<file path="src/rtl/cfg_ld_pkg.sv">
package cfg_ld_pkg;

   typedef enum logic [3:0] {
      ST_IDLE,
      ST_PROG,
      ST_INIT_LO,
      ST_INIT_HI,
      ST_SETTLE,
      ST_CHECK,
      ST_DATA,
      ST_CLK_LO,
      ST_CLK_HI,
      ST_BUSY,
      ST_END_CS,
      ST_FINAL
   } ld_state_t;

   localparam logic [2:0] FC_NONE       = 3'd0;
   localparam logic [2:0] FC_INIT_LO_TO = 3'd1;
   localparam logic [2:0] FC_INIT_HI_TO = 3'd2;
   localparam logic [2:0] FC_INIT_ERR   = 3'd3;
   localparam logic [2:0] FC_BUSY_TO    = 3'd4;
   localparam logic [2:0] FC_DONE_TO    = 3'd5;

   function automatic int unsigned max_of(input int unsigned a, input int unsigned b);
      return (a > b) ? a : b;
   endfunction

endpackage

</file>
<file path="src/rtl/cfg_ld_sync.sv">
module cfg_ld_sync #(
   parameter int unsigned W       = 3,
   parameter int unsigned STAGES  = 2,
   parameter logic [W-1:0] RST_VAL = '0
) (
   input  logic         clk,
   input  logic         rst_n,
   input  logic [W-1:0] d,
   output logic [W-1:0] q
);

   logic [W-1:0] stg [STAGES];

   if (STAGES < 2) begin : g_bad_stages
      $error("cfg_ld_sync: STAGES must be at least 2");
   end

   for (genvar s = 0; s < STAGES; s++) begin : g_stage
      if (s == 0) begin : g_first
         always_ff @(posedge clk or negedge rst_n) begin
            if (!rst_n) stg[s] <= RST_VAL;
            else        stg[s] <= d;
         end
      end else begin : g_next
         always_ff @(posedge clk or negedge rst_n) begin
            if (!rst_n) stg[s] <= RST_VAL;
            else        stg[s] <= stg[s-1];
         end
      end
   end

   assign q = stg[STAGES-1];

endmodule

</file>
<file path="src/rtl/cfg_ld_timer.sv">
module cfg_ld_timer #(
   parameter int unsigned W = 8
) (
   input  logic         clk,
   input  logic         rst_n,
   input  logic         load,
   input  logic [W-1:0] load_val,
   output logic         zero
);

   logic [W-1:0] cnt_q;

   always_ff @(posedge clk or negedge rst_n) begin
      if (!rst_n)              cnt_q <= '0;
      else if (load)           cnt_q <= load_val;
      else if (cnt_q != '0)    cnt_q <= cnt_q - 1'b1;
   end

   assign zero = (cnt_q == '0);

   a_r2_timer_holds_zero: assert property (@(posedge clk) disable iff (!rst_n)
      (!load && zero) |=> zero);

   a_r2_timer_counts_down: assert property (@(posedge clk) disable iff (!rst_n)
      (!load && !zero) |=> (cnt_q == $past(cnt_q) - 1'b1));

endmodule

</file>
<file path="src/rtl/fpga_cfg_loader.sv">
module fpga_cfg_loader
   import cfg_ld_pkg::*;
#(
   parameter int unsigned DATA_W     = 8,
   parameter int unsigned PROG_PULSE = 32,
   parameter int unsigned INIT_TO    = 50_000_000,
   parameter int unsigned SETTLE     = 1_000_000,
   parameter int unsigned HALF_CCLK  = 2,
   parameter int unsigned BUSY_TO    = 500_000,
   parameter int unsigned CFG_TO     = 20_000_000,
   parameter bit          CHECK_BUSY = 1'b1,
   parameter int unsigned SYNC_STAGES = 2
) (
   input  logic              clk,
   input  logic              rst_n,
   input  logic              start,
   input  logic [DATA_W-1:0] s_data,
   input  logic              s_valid,
   input  logic              s_last,
   output logic              s_ready,
   output logic              prog_n,
   output logic              cclk,
   output logic              cs_n,
   output logic              wr_n,
   output logic [DATA_W-1:0] cfg_d,
   input  logic              init_n,
   input  logic              done_in,
   input  logic              busy_in,
   output logic              cfg_ok,
   output logic              cfg_fail,
   output logic [2:0]        fail_code
);

   localparam int unsigned MAX_A  = max_of(PROG_PULSE, INIT_TO);
   localparam int unsigned MAX_B  = max_of(SETTLE, HALF_CCLK);
   localparam int unsigned MAX_C  = max_of(BUSY_TO, CFG_TO);
   localparam int unsigned MAX_T  = max_of(max_of(MAX_A, MAX_B), MAX_C);
   localparam int unsigned TMR_W  = (MAX_T < 2) ? 1 : $clog2(MAX_T);

   if (HALF_CCLK < 2) begin : g_bad_half
      $error("fpga_cfg_loader: HALF_CCLK must be at least 2");
   end
   if (PROG_PULSE < 1 || INIT_TO < 1 || SETTLE < 1 || BUSY_TO < 1 || CFG_TO < 1) begin : g_bad_time
      $error("fpga_cfg_loader: every delay and timeout must be at least 1");
   end
   if (DATA_W < 1) begin : g_bad_width
      $error("fpga_cfg_loader: DATA_W must be at least 1");
   end

   // status inputs: bit 0 init_n (idles high), bit 1 done, bit 2 busy
   logic [2:0] stat_raw, stat_s;
   logic       init_s, done_s, busy_s;

   assign stat_raw = {busy_in, done_in, init_n};

   cfg_ld_sync #(
      .W       (3),
      .STAGES  (SYNC_STAGES),
      .RST_VAL (3'b001)
   ) u_sync (
      .clk   (clk),
      .rst_n (rst_n),
      .d     (stat_raw),
      .q     (stat_s)
   );

   assign init_s = stat_s[0];
   assign done_s = stat_s[1];
   assign busy_s = stat_s[2];

   ld_state_t       state_q, state_nx;
   logic            tmr_load, tmr_zero;
   logic [TMR_W-1:0] tmr_val;
   logic            abort;
   logic [2:0]      abort_code;
   logic            success;
   logic            last_q;
   logic            accept;
   ld_state_t       after_edge_st;

   // variant: with busy checking every rising edge is followed by the busy wait
   if (CHECK_BUSY) begin : g_busy_on
      assign after_edge_st = ST_BUSY;
   end else begin : g_busy_off
      assign after_edge_st = ST_CHECK;
   end

   assign accept = (state_q == ST_DATA) && s_valid;

   always_comb begin
      state_nx   = state_q;
      abort      = 1'b0;
      abort_code = FC_NONE;
      success    = 1'b0;
      unique case (state_q)
         ST_IDLE:    if (start) state_nx = ST_PROG;
         ST_PROG:    if (tmr_zero) state_nx = ST_INIT_LO;
         ST_INIT_LO: begin
            if (!init_s) state_nx = ST_INIT_HI;
            else if (tmr_zero) begin
               abort      = 1'b1;
               abort_code = FC_INIT_LO_TO;
            end
         end
         ST_INIT_HI: begin
            if (init_s) state_nx = ST_SETTLE;
            else if (tmr_zero) begin
               abort      = 1'b1;
               abort_code = FC_INIT_HI_TO;
            end
         end
         ST_SETTLE:  if (tmr_zero) state_nx = ST_CHECK;
         ST_CHECK: begin
            if (done_s) state_nx = ST_END_CS;
            else if (!init_s) begin
               abort      = 1'b1;
               abort_code = FC_INIT_ERR;
            end else state_nx = ST_DATA;
         end
         ST_DATA:    if (s_valid) state_nx = ST_CLK_LO;
         ST_CLK_LO:  if (tmr_zero) state_nx = ST_CLK_HI;
         ST_CLK_HI: begin
            if (tmr_zero) begin
               if (after_edge_st == ST_BUSY) state_nx = ST_BUSY;
               else if (last_q)              state_nx = ST_END_CS;
               else                          state_nx = ST_CHECK;
            end
         end
         ST_BUSY: begin
            if (!busy_s) state_nx = last_q ? ST_END_CS : ST_CHECK;
            else if (tmr_zero) begin
               abort      = 1'b1;
               abort_code = FC_BUSY_TO;
            end
         end
         ST_END_CS:  state_nx = ST_FINAL;
         ST_FINAL: begin
            if (done_s && init_s) begin
               success  = 1'b1;
               state_nx = ST_IDLE;
            end else if (tmr_zero) begin
               abort      = 1'b1;
               abort_code = FC_DONE_TO;
            end
         end
         default:    state_nx = ST_IDLE;
      endcase
      if (abort) state_nx = ST_IDLE;
   end

   // each timed state loads its own window on entry
   always_comb begin
      tmr_load = (state_nx != state_q);
      unique case (state_nx)
         ST_PROG:               tmr_val = TMR_W'(PROG_PULSE - 1);
         ST_INIT_LO, ST_INIT_HI: tmr_val = TMR_W'(INIT_TO - 1);
         ST_SETTLE:             tmr_val = TMR_W'(SETTLE - 1);
         ST_CLK_LO, ST_CLK_HI:  tmr_val = TMR_W'(HALF_CCLK - 1);
         ST_BUSY:               tmr_val = TMR_W'(BUSY_TO - 1);
         ST_FINAL:              tmr_val = TMR_W'(CFG_TO - 1);
         default:               tmr_val = '0;
      endcase
   end

   cfg_ld_timer #(
      .W (TMR_W)
   ) u_timer (
      .clk      (clk),
      .rst_n    (rst_n),
      .load     (tmr_load),
      .load_val (tmr_val),
      .zero     (tmr_zero)
   );

   always_ff @(posedge clk or negedge rst_n) begin
      if (!rst_n) begin
         state_q   <= ST_IDLE;
         last_q    <= 1'b0;
         cfg_d     <= '0;
         cfg_ok    <= 1'b0;
         cfg_fail  <= 1'b0;
         fail_code <= FC_NONE;
      end else begin
         state_q  <= state_nx;
         cfg_ok   <= success;
         cfg_fail <= abort;
         if (abort) fail_code <= abort_code;
         if (accept) begin
            cfg_d  <= s_data;
            last_q <= s_last;
         end
      end
   end

   logic selected;
   assign selected = (state_q == ST_SETTLE) || (state_q == ST_CHECK) ||
                     (state_q == ST_DATA)   || (state_q == ST_CLK_LO) ||
                     (state_q == ST_CLK_HI) || (state_q == ST_BUSY);

   assign prog_n  = !((state_q == ST_PROG) || (state_q == ST_INIT_LO));
   assign cs_n    = !selected;
   assign wr_n    = !(selected || (state_q == ST_END_CS));
   assign cclk    = (state_q != ST_CLK_LO);
   assign s_ready = (state_q == ST_DATA);

   // ---------------------------------------------------------------- checks
   a_r5_ready_selected: assert property (@(posedge clk) disable iff (!rst_n)
      s_ready |-> (!cs_n && !wr_n && prog_n && cclk));

   a_r2_prog_deselects: assert property (@(posedge clk) disable iff (!rst_n)
      !prog_n |-> (cs_n && wr_n));

   a_r5_data_stable_at_rise: assert property (@(posedge clk) disable iff (!rst_n)
      $rose(cclk) |-> $stable(cfg_d));

   a_r5_cclk_low_when_selected: assert property (@(posedge clk) disable iff (!rst_n)
      !cclk |-> (!cs_n && !wr_n));

   a_r5_cclk_low_min_width: assert property (@(posedge clk) disable iff (!rst_n)
      $fell(cclk) |=> !cclk);

   a_r9_cs_before_wr: assert property (@(posedge clk) disable iff (!rst_n)
      ($rose(wr_n) && !cfg_fail) |-> $past(cs_n));

   a_r10_fail_released: assert property (@(posedge clk) disable iff (!rst_n)
      cfg_fail |-> (prog_n && cs_n && wr_n && !s_ready));

   a_r10_fail_code_range: assert property (@(posedge clk) disable iff (!rst_n)
      cfg_fail |-> (fail_code >= 3'd1 && fail_code <= 3'd5));

   a_r10_ok_fail_exclusive: assert property (@(posedge clk) disable iff (!rst_n)
      !(cfg_ok && cfg_fail));

   a_r10_single_pulse: assert property (@(posedge clk) disable iff (!rst_n)
      (cfg_ok || cfg_fail) |=> !(cfg_ok || cfg_fail));

endmodule

</file>
<file path="config.mk">
export PLATFORM = sky130hd
export DESIGN_NAME = fpga_cfg_loader
export DESIGN_NICKNAME = d
export VERILOG_FILES = /design/src/rtl/cfg_ld_pkg.sv /design/src/rtl/cfg_ld_sync.sv /design/src/rtl/cfg_ld_timer.sv /design/src/rtl/fpga_cfg_loader.sv
export SDC_FILE = /design/constraint.sdc
export NUM_CORES = 1
export LEC_CHECK = 0
export ABC_AREA = 1
export BUFFER_PORTS_ARGS = -buffer_cell sky130_fd_sc_hd__buf_4
export CORE_MARGIN = 5
export CORE_UTILIZATION = 42
export DETAILED_ROUTE_END_ITERATION = 6
export PLACE_DENSITY = 0.61
export SYNTH_ARGS = -nofsm -noshare
export SYNTH_HDL_FRONTEND = slang
export SYNTH_SLANG_ARGS = --single-unit
</file>
<file path="constraint.sdc">
create_clock -name clk -period 3.1 [get_ports clk]
set_input_delay 0 -clock clk [delete_from_list [all_inputs] [get_ports clk]]
set_output_delay 0 -clock clk [all_outputs]
set_load 0.01 [all_outputs]
</file>
* After elaboration in Yosys (flattened, before gate mapping)
Memory sizes are Yosys's and may differ from the RTL's. Cells that the tools add are included.
Operators by class: reductions and logical operators 16, equal/unequal tests 13, add/subtract/negate cells 1, muxes and demuxes 38
Operators by type and width (count):
- $mux 4 | 14
- $mux 26 | 2
- $pmux 4 s12 | 1
- $logic_not 26->1 | 1
- $reduce_bool 26->1 | 1
- $sub 26x1->26 const B | 1
- $eq 4x3->1 const B | 4
- $eq 4x4->1 const B | 4
- $pmux 3 s5 | 1
- $mux 3 | 4
- $mux 1 | 11
- $eq 4x2->1 const B | 2
- $mux 2 | 4
- $logic_or 1x1->1 | 7
- $pmux 1 s5 | 1
- $eq 4x1->1 const B | 1
- $logic_not 4->1 | 1
- $ne 4x3->1 const B | 1
- $ne 4x4->1 | 1
- $logic_not 1->1 | 3
- $logic_and 1x1->1 | 2
- $reduce_bool 2->1 | 1
Storage, ports and cells: output and inout bits 18, input port bits 16, memories 1, register bits 50, word-level logic and storage cells 78, bits in read-only memories 416
Memories:
- (name not given) | words 16, bits a word 26, read ports 1, clocked after memory_dff 0, write ports 0, line fpga_cfg_loader.sv:154 | unique case (state_nx)

* Depth between registers and ports, before layout
Gate-level depths: netlist (run 1).
depth after elaboration 8, mapped depth 19, mapped depth without buffers 18

* Modules after synthesis
Synthesis (run 1) repeated with hierarchy kept, for this count alone.
Second synthesis, totals: cell total of the unflattened synthesis 478, area, all modules 3459.6 um2
Modules (own cells, without submodules):
- cfg_ld_timer | instances 1, area an instance 1928.1 um2, seq. area each 650.6 um2, cells each 277
- fpga_cfg_loader | instances 1, area an instance 1356.3 um2, seq. area each 450.4 um2, cells each 192
- cfg_ld_sync | instances 1, area an instance 175.2 um2, seq. area each 152.6 um2, cells each 9

* Worst setup path after synthesis (run 1)
No wires, ideal clock.
path type reg2reg, from register u_timer.cnt_q[0], to register u_timer.cnt_q[2], required time 2.983 ns, buffers on the path 1, arrival 2.044 ns, stages on the path, launching flop included 18, period minus slack after synthesis 2.161 ns, setup time 0.117 ns, setup slack 0.939 ns, cells stage by stage dfrtp_1 inv_1 ha_1 nand2_1 nor2_1 nand3_1 nor2_4 buf_6 o21ai_1 nand2_2 nand2_2 ha_1 nand2_1 nand2_1 nand2_1 nand3_1 o21ai_1 inv_1
Between the ends: word-level cells in the longest chain between the ends 7, elaborated cells between the ends (all ways) 20, those cells by class add/sub (1); eq/ne (1); mux (14); reduce/logical (3); memory (1)
RTL lines:
- from (decl) | line cfg_ld_timer.sv:11 | logic [W-1:0] cnt_q;
- from (signal assigned) | line cfg_ld_timer.sv:15 | else if (load) cnt_q <= load_val;
- from (signal assigned) | line cfg_ld_timer.sv:16 | else if (cnt_q != '0) cnt_q <= cnt_q - 1'b1;
- $logic_not 26->1 | line cfg_ld_timer.sv:19 | assign zero = (cnt_q == '0);
- $mux 1
- $mux 1 (on tied branches)
- $pmux 1 s5 | line fpga_cfg_loader.sv:95 | unique case (state_q)
- $mux 4 | line fpga_cfg_loader.sv:148 | if (abort) state_nx = ST_IDLE;
- $mem_v2 16x26 / $ne 4x4->1 (equally long branches)
- $mux 26 / $reduce_bool 2->1 (equally long branches)
Parallel ways exist; a longest one is shown, timed or not. The select of a mux whose other input is x is not followed. A chain may end at the register's enable or synchronous reset.

* Worst setup path in the final report (run 1)
from register u_timer.cnt_q[0], to register u_timer.cnt_q[21]
Same word-level chain as after synthesis.

==> results of run 1 <==
worst min-delay path by stage:
stage	start	end	slack, ns	depth (start not counted)
finish	s_valid	last_q	0.17	4
global route	s_valid	last_q	0.20	4
CTS	s_valid	last_q	0.19	4
detailed placement	rst_n	u_sync.q[1]	0.08	1
global placement	rst_n	u_sync.stg[4]	0.07	1
floorplan	rst_n	cfg_d[0]	-0.30	0
layout make-up:
cell class,instances,area [um2],share of cell area
Multi-Input combinational cell,318,1920,0.487
Timing Repair Buffer,47,385,0.0976
Inverter,44,166,0.0421
Tap cell,105,131,0.0333
Clock buffer,8,90.1,0.0228
Sequential cell,50,1250,0.317
worst min-delay path, cell delays in order:
cell	delay, ns
buf_4	0.11
nand2_1	0.08
buf_4	0.18
a21oi_1	0.08
cell usage after synthesis (all sizes together):
master / instances / area, um2
o21ai: 21 / 105
clkbuf: 1 / 3.75
or2: 3 / 18.8
buf: 7 / 78.8
nand4: 5 / 31.3
nor3: 8 / 40.0
clkinv: 1 / 5.00
dfrtp: 48 / 1200
a21oi: 20 / 119
mux2: 8 / 90.1
dfstp: 2 / 52.6
nor2: 73 / 437
nand3: 39 / 280
xnor2: 11 / 96.3
inv: 43 / 161
nor4: 1 / 6.26
xor2: 10 / 87.6
nand2: 112 / 523
ha: 7 / 87.6
power by group through the flow:
stage / combinational [W] / sequential, W / clock, W
2_1_floorplan: 0.00199 / 0.000924 / 0
3_3_place_gp: 0.00237 / 0.000965 / 0
3_5_place_dp: 0.00238 / 0.000966 / 0
4_1_cts: 0.00240 / 0.000953 / 0.000413
5_1_grt: 0.00270 / 0.000972 / 0.000436
6_report: 0.00240 / 0.000956 / 0.000394
sequential cells by signal (all words and copies together), names as in the netlist:
| signal | count |
|---|---|
| u_sync.stg | 3 |
| fail_code | 3 |
| cfg_ok | 1 |
| last_q | 1 |
| cfg_fail | 1 |
| u_sync.q | 3 |
| state_q | 4 |
| cfg_d | 8 |
| u_timer.cnt_q | 26 |
cells by family after synthesis:
| group | after synthesis | share of synthesized area |
|---|---|---|
| and+or+nand+nor | 241 | 0.390 |
| xor gates and xnor gates | 21 | 0.0537 |
| buffers and inverters | 52 | 0.0727 |
| adders and majority gates | 7 | 0.0256 |
| AOI/OAI and AO/OA | 41 | 0.0654 |
| DFF | 50 | 0.366 |
| muxes | 8 | 0.0263 |
routing by layer:
| metal | track usage | vias to the layer above | routed length [um] | share of wire |
|---|---|---|---|---|
| met4 | 0.0456 | 0 | 122 | 0.015 |
| li1 | - | 1433 | - | - |
| met2 | 0.281 | 59 | 3880 | 0.48 |
| met3 | 0.0341 | 9 | 307 | 0.038 |
| met5 | 0 | - | 0 | 0 |
| met1 | 0.237 | 1370 | 3760 | 0.47 |
timing repair:
| action | 4_1_cts | 5_1_grt |
|---|---|---|
| hold buffers | 13 | 0 |
| buffers inserted | 0 | 0 |
| hold endpoints to repair | 60 | 0 |
| endpoints found under the setup margin | 0 | 0 |
through the flow:
step / util / worst slack [ns]
finish: 0.488 / 0.365
detailed placement: 0.461 / 0.350
floorplan: - / 0.939
global route: 0.488 / 0.128
global placement: 0.461 / 0.365
CTS: 0.488 / 0.347
==> results.cfg, run 1 <==
[run_status]
outcome = completed

[worst_setup_path]
path_class = flip-flop to flip-flop
crit_path_start = u_timer.cnt_q[0]
setup.worst_path.end_class = flip-flop
cp_num_cells = 15
cp_top_family = simple AND/OR/NAND/NOR gates
cp_slowest_cell = dfrtp_1
r2r_cells = 15
crit_required_ns = 3.29
worstPathMaxFanout = 16
critPathCapture = u_timer.cnt_q[21]
cp-start-kind = flip-flop
r2r_setup_slack_ns = 0.37
cp.arrival_ns = 2.93
max_stage_delay_ns = 0.40
r2r_start = u_timer.cnt_q[0]
path_cells = inv_1, ha_1, nand2_1, nor2_1, nand3_1, nor2_4, nand2_1, nand2_2, nor2_8, nand3_1, nand2_4, nor2_8, nand3_2, clkinv_2, a21oi_1
rr_endpoint = u_timer.cnt_q[21]
crit_buf_inv = 2

[pwr]
p_sw_w = 0.00199
p_leak_nw = 2.04
intPower_w = 0.00176
ir_drop_mv = 0.504
swShare = 0.530
totalPowerFinal_w = 0.00375
clkPwrFrac = 0.105
power_density_nw_per_um2 = 950
p_seq_frac = 0.255
combPwrFrac = 0.640

[die]
die_area_um2 = 10100
core_um2 = 8090
placementRows = 33
die_w_um = 100
die_h_um = 100
start_util = 0.423
num_io_pins = 34

[placement]
gp_congestion = 0.897
placed_area_um2 = 3730
place_inst = 551
numPortBuffers = 33
hpwl_um = 6200

[detailed_routing]
ant_nets = 0
drt_iter0_markers = 140
drc = 0
viasPerCell = 5.02
wl_per_cell_um = 14.1
totalWireLength_um = 8060
first_pass_iters = 4
vias = 2871

[clock_tree]
htreeDepth = 2
clk_pin_slew_ns = 0.09
cts_buffers = 5
insertion_delay_ns = 0.31
cts-root-buf = clkbuf_8
cts_sinks = 50
cts_tree = yes
clock_path_buffers = 2
ctsResizeCount = 0

[global_routing]
first_global_vias = 2925
grt_max_degree = 51
antenna_found_initial = 0
gr-total-overflow = 0
grtUsageTotal = 0.174
grt_pass1_wl_um = 14100

[sta]
max_freq_ghz = 0.366
hold_violations = 0
final-max-slew-violation-count = 0
rsz0062_at_grt = no
setup_violations = 0
slew_headroom = 0.565
worst_pin_slew_ns = 0.653
fin_crit_sh = 0.882
finClkSkew_ns = 0.0157
finalSetupTns_ns = 0
fin_crit_ns = 2.73
hold_slack_ns = 0.174

[synthesis]
yosys_warnings = 0
syn_inst = 420
syn_nets = 443
ys_ff_latch = 50
syn_area_um2 = 3420
ys_seq_area_frac = 0.366
synth.distinct_cells = 30
synth_area_per_cell_um2 = 8.15

[cells_and_area]
final_cell_mix = nand2_1 (87), nor2_1 (52), dfrtp_1 (48)
layout_commonest_cell = nand2_1
num-nets-final = 489
stdcell_count = 572
num_antenna_cells = 0
syn_to_final_growth_pct = 15.3
drive_gt1_frac = 0.276
nFillCells = 826
design_area_um2 = 3950

[flow_run]
maxCapViolCount = 0

[worst_hold_path]
hold_path_class = primary input to flip-flop
No activity file was read; power rests on OpenSTA's default activity.
==> run 2, diff against run 1 <==
- PLACE_DENSITY: 0.61 -> unset
==> run 2 against run 1 <==
Effect of this change: first-iteration DRC count up 14%; global-route usage down 0.28 points; clock skew up 0.0035 ns; die area unchanged; sequential power about the same; non-clock buffer count unchanged; critical path type unchanged; critical endpoint is now u_timer.cnt_q[18]; largest cell class unchanged.
==> results.cfg, run 2 (synthesized netlist as in run 1, its figures left out) <==
[cells_and_area]
num-nets-final = 489
layout_commonest_cell = nand2_1
num_antenna_cells = 0
regMostFlops = u_timer.cnt_q
drive_gt1_frac = 0.276
design_area_um2 = 3940
final_cell_mix = nand2_1 (87), nor2_1 (52), dfrtp_1 (48)
stdcell_count = 572
top_regs = u_timer.cnt_q x26, cfg_d x8, state_q x4
largest_reg_flops = 26
nFillCells = 825
syn_to_final_growth_pct = 15.1

[clock_tree]
htreeDepth = 2
insertion_delay_ns = 0.31
cts_tree = yes
clock_path_buffers = 2
cts-root-buf = clkbuf_8
cts_sinks = 50
postCtsSetupBuffers = 0
clk_pin_slew_ns = 0.09
cts_buffers = 5

[worst_setup_path]
cp_slowest_cell = dfrtp_1
r2r_cells = 15
cp_num_cells = 15
setup.worst_path.end_class = flip-flop
cp-start-kind = flip-flop
path_cells = inv_1, ha_1, nand2_1, nor2_1, nand3_1, nor2_4, nand2_1, nand2_2, nor2_8, nand3_1, nand2_4, nor2_8, nand3_2, clkinv_2, a21oi_1
max_stage_delay_ns = 0.40
crit_required_ns = 3.29
cp.arrival_ns = 2.93
worstPathMaxFanout = 16
crit_buf_inv = 2
cp_top_family = simple AND/OR/NAND/NOR gates
path_class = flip-flop to flip-flop

[die]
die_w_um = 100
start_util = 0.423
core_um2 = 8090
num_io_pins = 34
placementRows = 33
die_h_um = 100
die_area_um2 = 10100

[global_routing]
gr-total-overflow = 0
antenna_found_initial = 0
grt_pass1_wl_um = 13700
grt_max_degree = 51
first_global_vias = 2849
grtUsageTotal = 0.171

[pwr]
ir_drop_mv = 0.491
totalPowerFinal_w = 0.00372
p_leak_nw = 2.03
power_density_nw_per_um2 = 945

[sta]
rsz0062_at_grt = no
fin_crit_sh = 0.884
hold_violations = 0
fin_ws_ns = 0.359
finClkSkew_ns = 0.0192
max_freq_ghz = 0.365
fin_crit_ns = 2.74
finalSetupTns_ns = 0
slew_headroom = 0.570
worst_pin_slew_ns = 0.644
final-max-slew-violation-count = 0
setup_violations = 0

[placement]
hpwl_um = 6250
place_inst = 551
numPortBuffers = 33
placed_area_um2 = 3730
gp_congestion = 0.898
post-place-ws_ns = 0.326

[detailed_routing]
totalWireLength_um = 8070
drc = 0
wl_per_cell_um = 14.1
first_pass_iters = 5
drt_iter0_markers = 160
vias = 2854
viasPerCell = 4.99
ant_nets = 0

[worst_hold_path]
min_delay_path_depth = 5
hold_path_class = primary input to flip-flop

[flow_run]
maxCapViolCount = 0

[run_status]
outcome = completed
-- run 2: changes by cell type in the layout (fill, tap and decap cells not counted), sizes merged --
cell	change
clkbuf	-1
clkinvlp	+1
-- run 2: where the power goes --
group | switching, W | leakage [nW] | internal (W)
Sequential | 0.000149 | 0.649 | 0.000804
Clock | 0.000216 | 0.0385 | 0.000160
Combinational | 0.00162 | 1.35 | 0.000778
Total | 0.00198 | 2.03 | 0.00174
-- run 2: final cells by class --
type,count,area (um2),area share
Clock buffer,7,76.3,0.0194
Clock inverter,1,7.51,0.00190
Inverter,44,166,0.0422
Multi-Input combinational cell,318,1920,0.487
Sequential cell,50,1250,0.318
Tap cell,105,131,0.0333
Timing Repair Buffer,47,385,0.0977
-- run 2: timing repair --
item,4_1_cts,5_1_grt
gates resized for setup,0,0
hold endpoints to repair,60,0
hold buffers,13,0
endpoints found under the setup margin,0,0
-- run 2: worst paths after layout --
kind / slack (ns) / to / startpoint
setup / recovery: 0.36 / u_timer.cnt_q[18] / u_timer.cnt_q[0]
min in group asynchronous: 0.28 / u_timer.cnt_q[25] / rst_n
max in group asynchronous: 2.39 / u_timer.cnt_q[3] / rst_n
hold / removal: 0.19 / last_q / s_valid
setup reg to reg: 0.36 / u_timer.cnt_q[18] / u_timer.cnt_q[0]
hold reg to reg: 0.35 / u_sync.q[2] / u_sync.stg[5]
-- run 2: per-stage QoR --
| stage | hold WS, ns | util |
|---|---|---|
| 4_1_cts | 0.187 | 0.487 |
| 3_5_place_dp | 0.0803 | 0.461 |
| 5_1_grt | 0.230 | 0.487 |
| 3_3_place_gp | 0.0769 | 0.461 |
| 2_1_floorplan | -0.296 | - |
| 6_report | 0.192 | 0.487 |
-- run 2: worst register-to-register path, delay by kind of cell, from the launching register on --
kind,cells,cell delay (ns)
AO/OA/AOI/OAI,1,0.08
adder cells (fa/ha/maj),1,0.18
buffers and inverters,2,0.32
flip-flops,1,0.40
AND/OR/NAND/NOR,11,1.66
-- run 2: layer usage --
layer	track usage	vias to the layer above	routed length, um	part of all wire
met2	0.297	59	4010	0.50
met4	0.0394	0	93	0.012
met1	0.221	1365	3640	0.45
met3	0.0306	9	332	0.041
met5	0	-	0	0
li1	-	1421	-	-
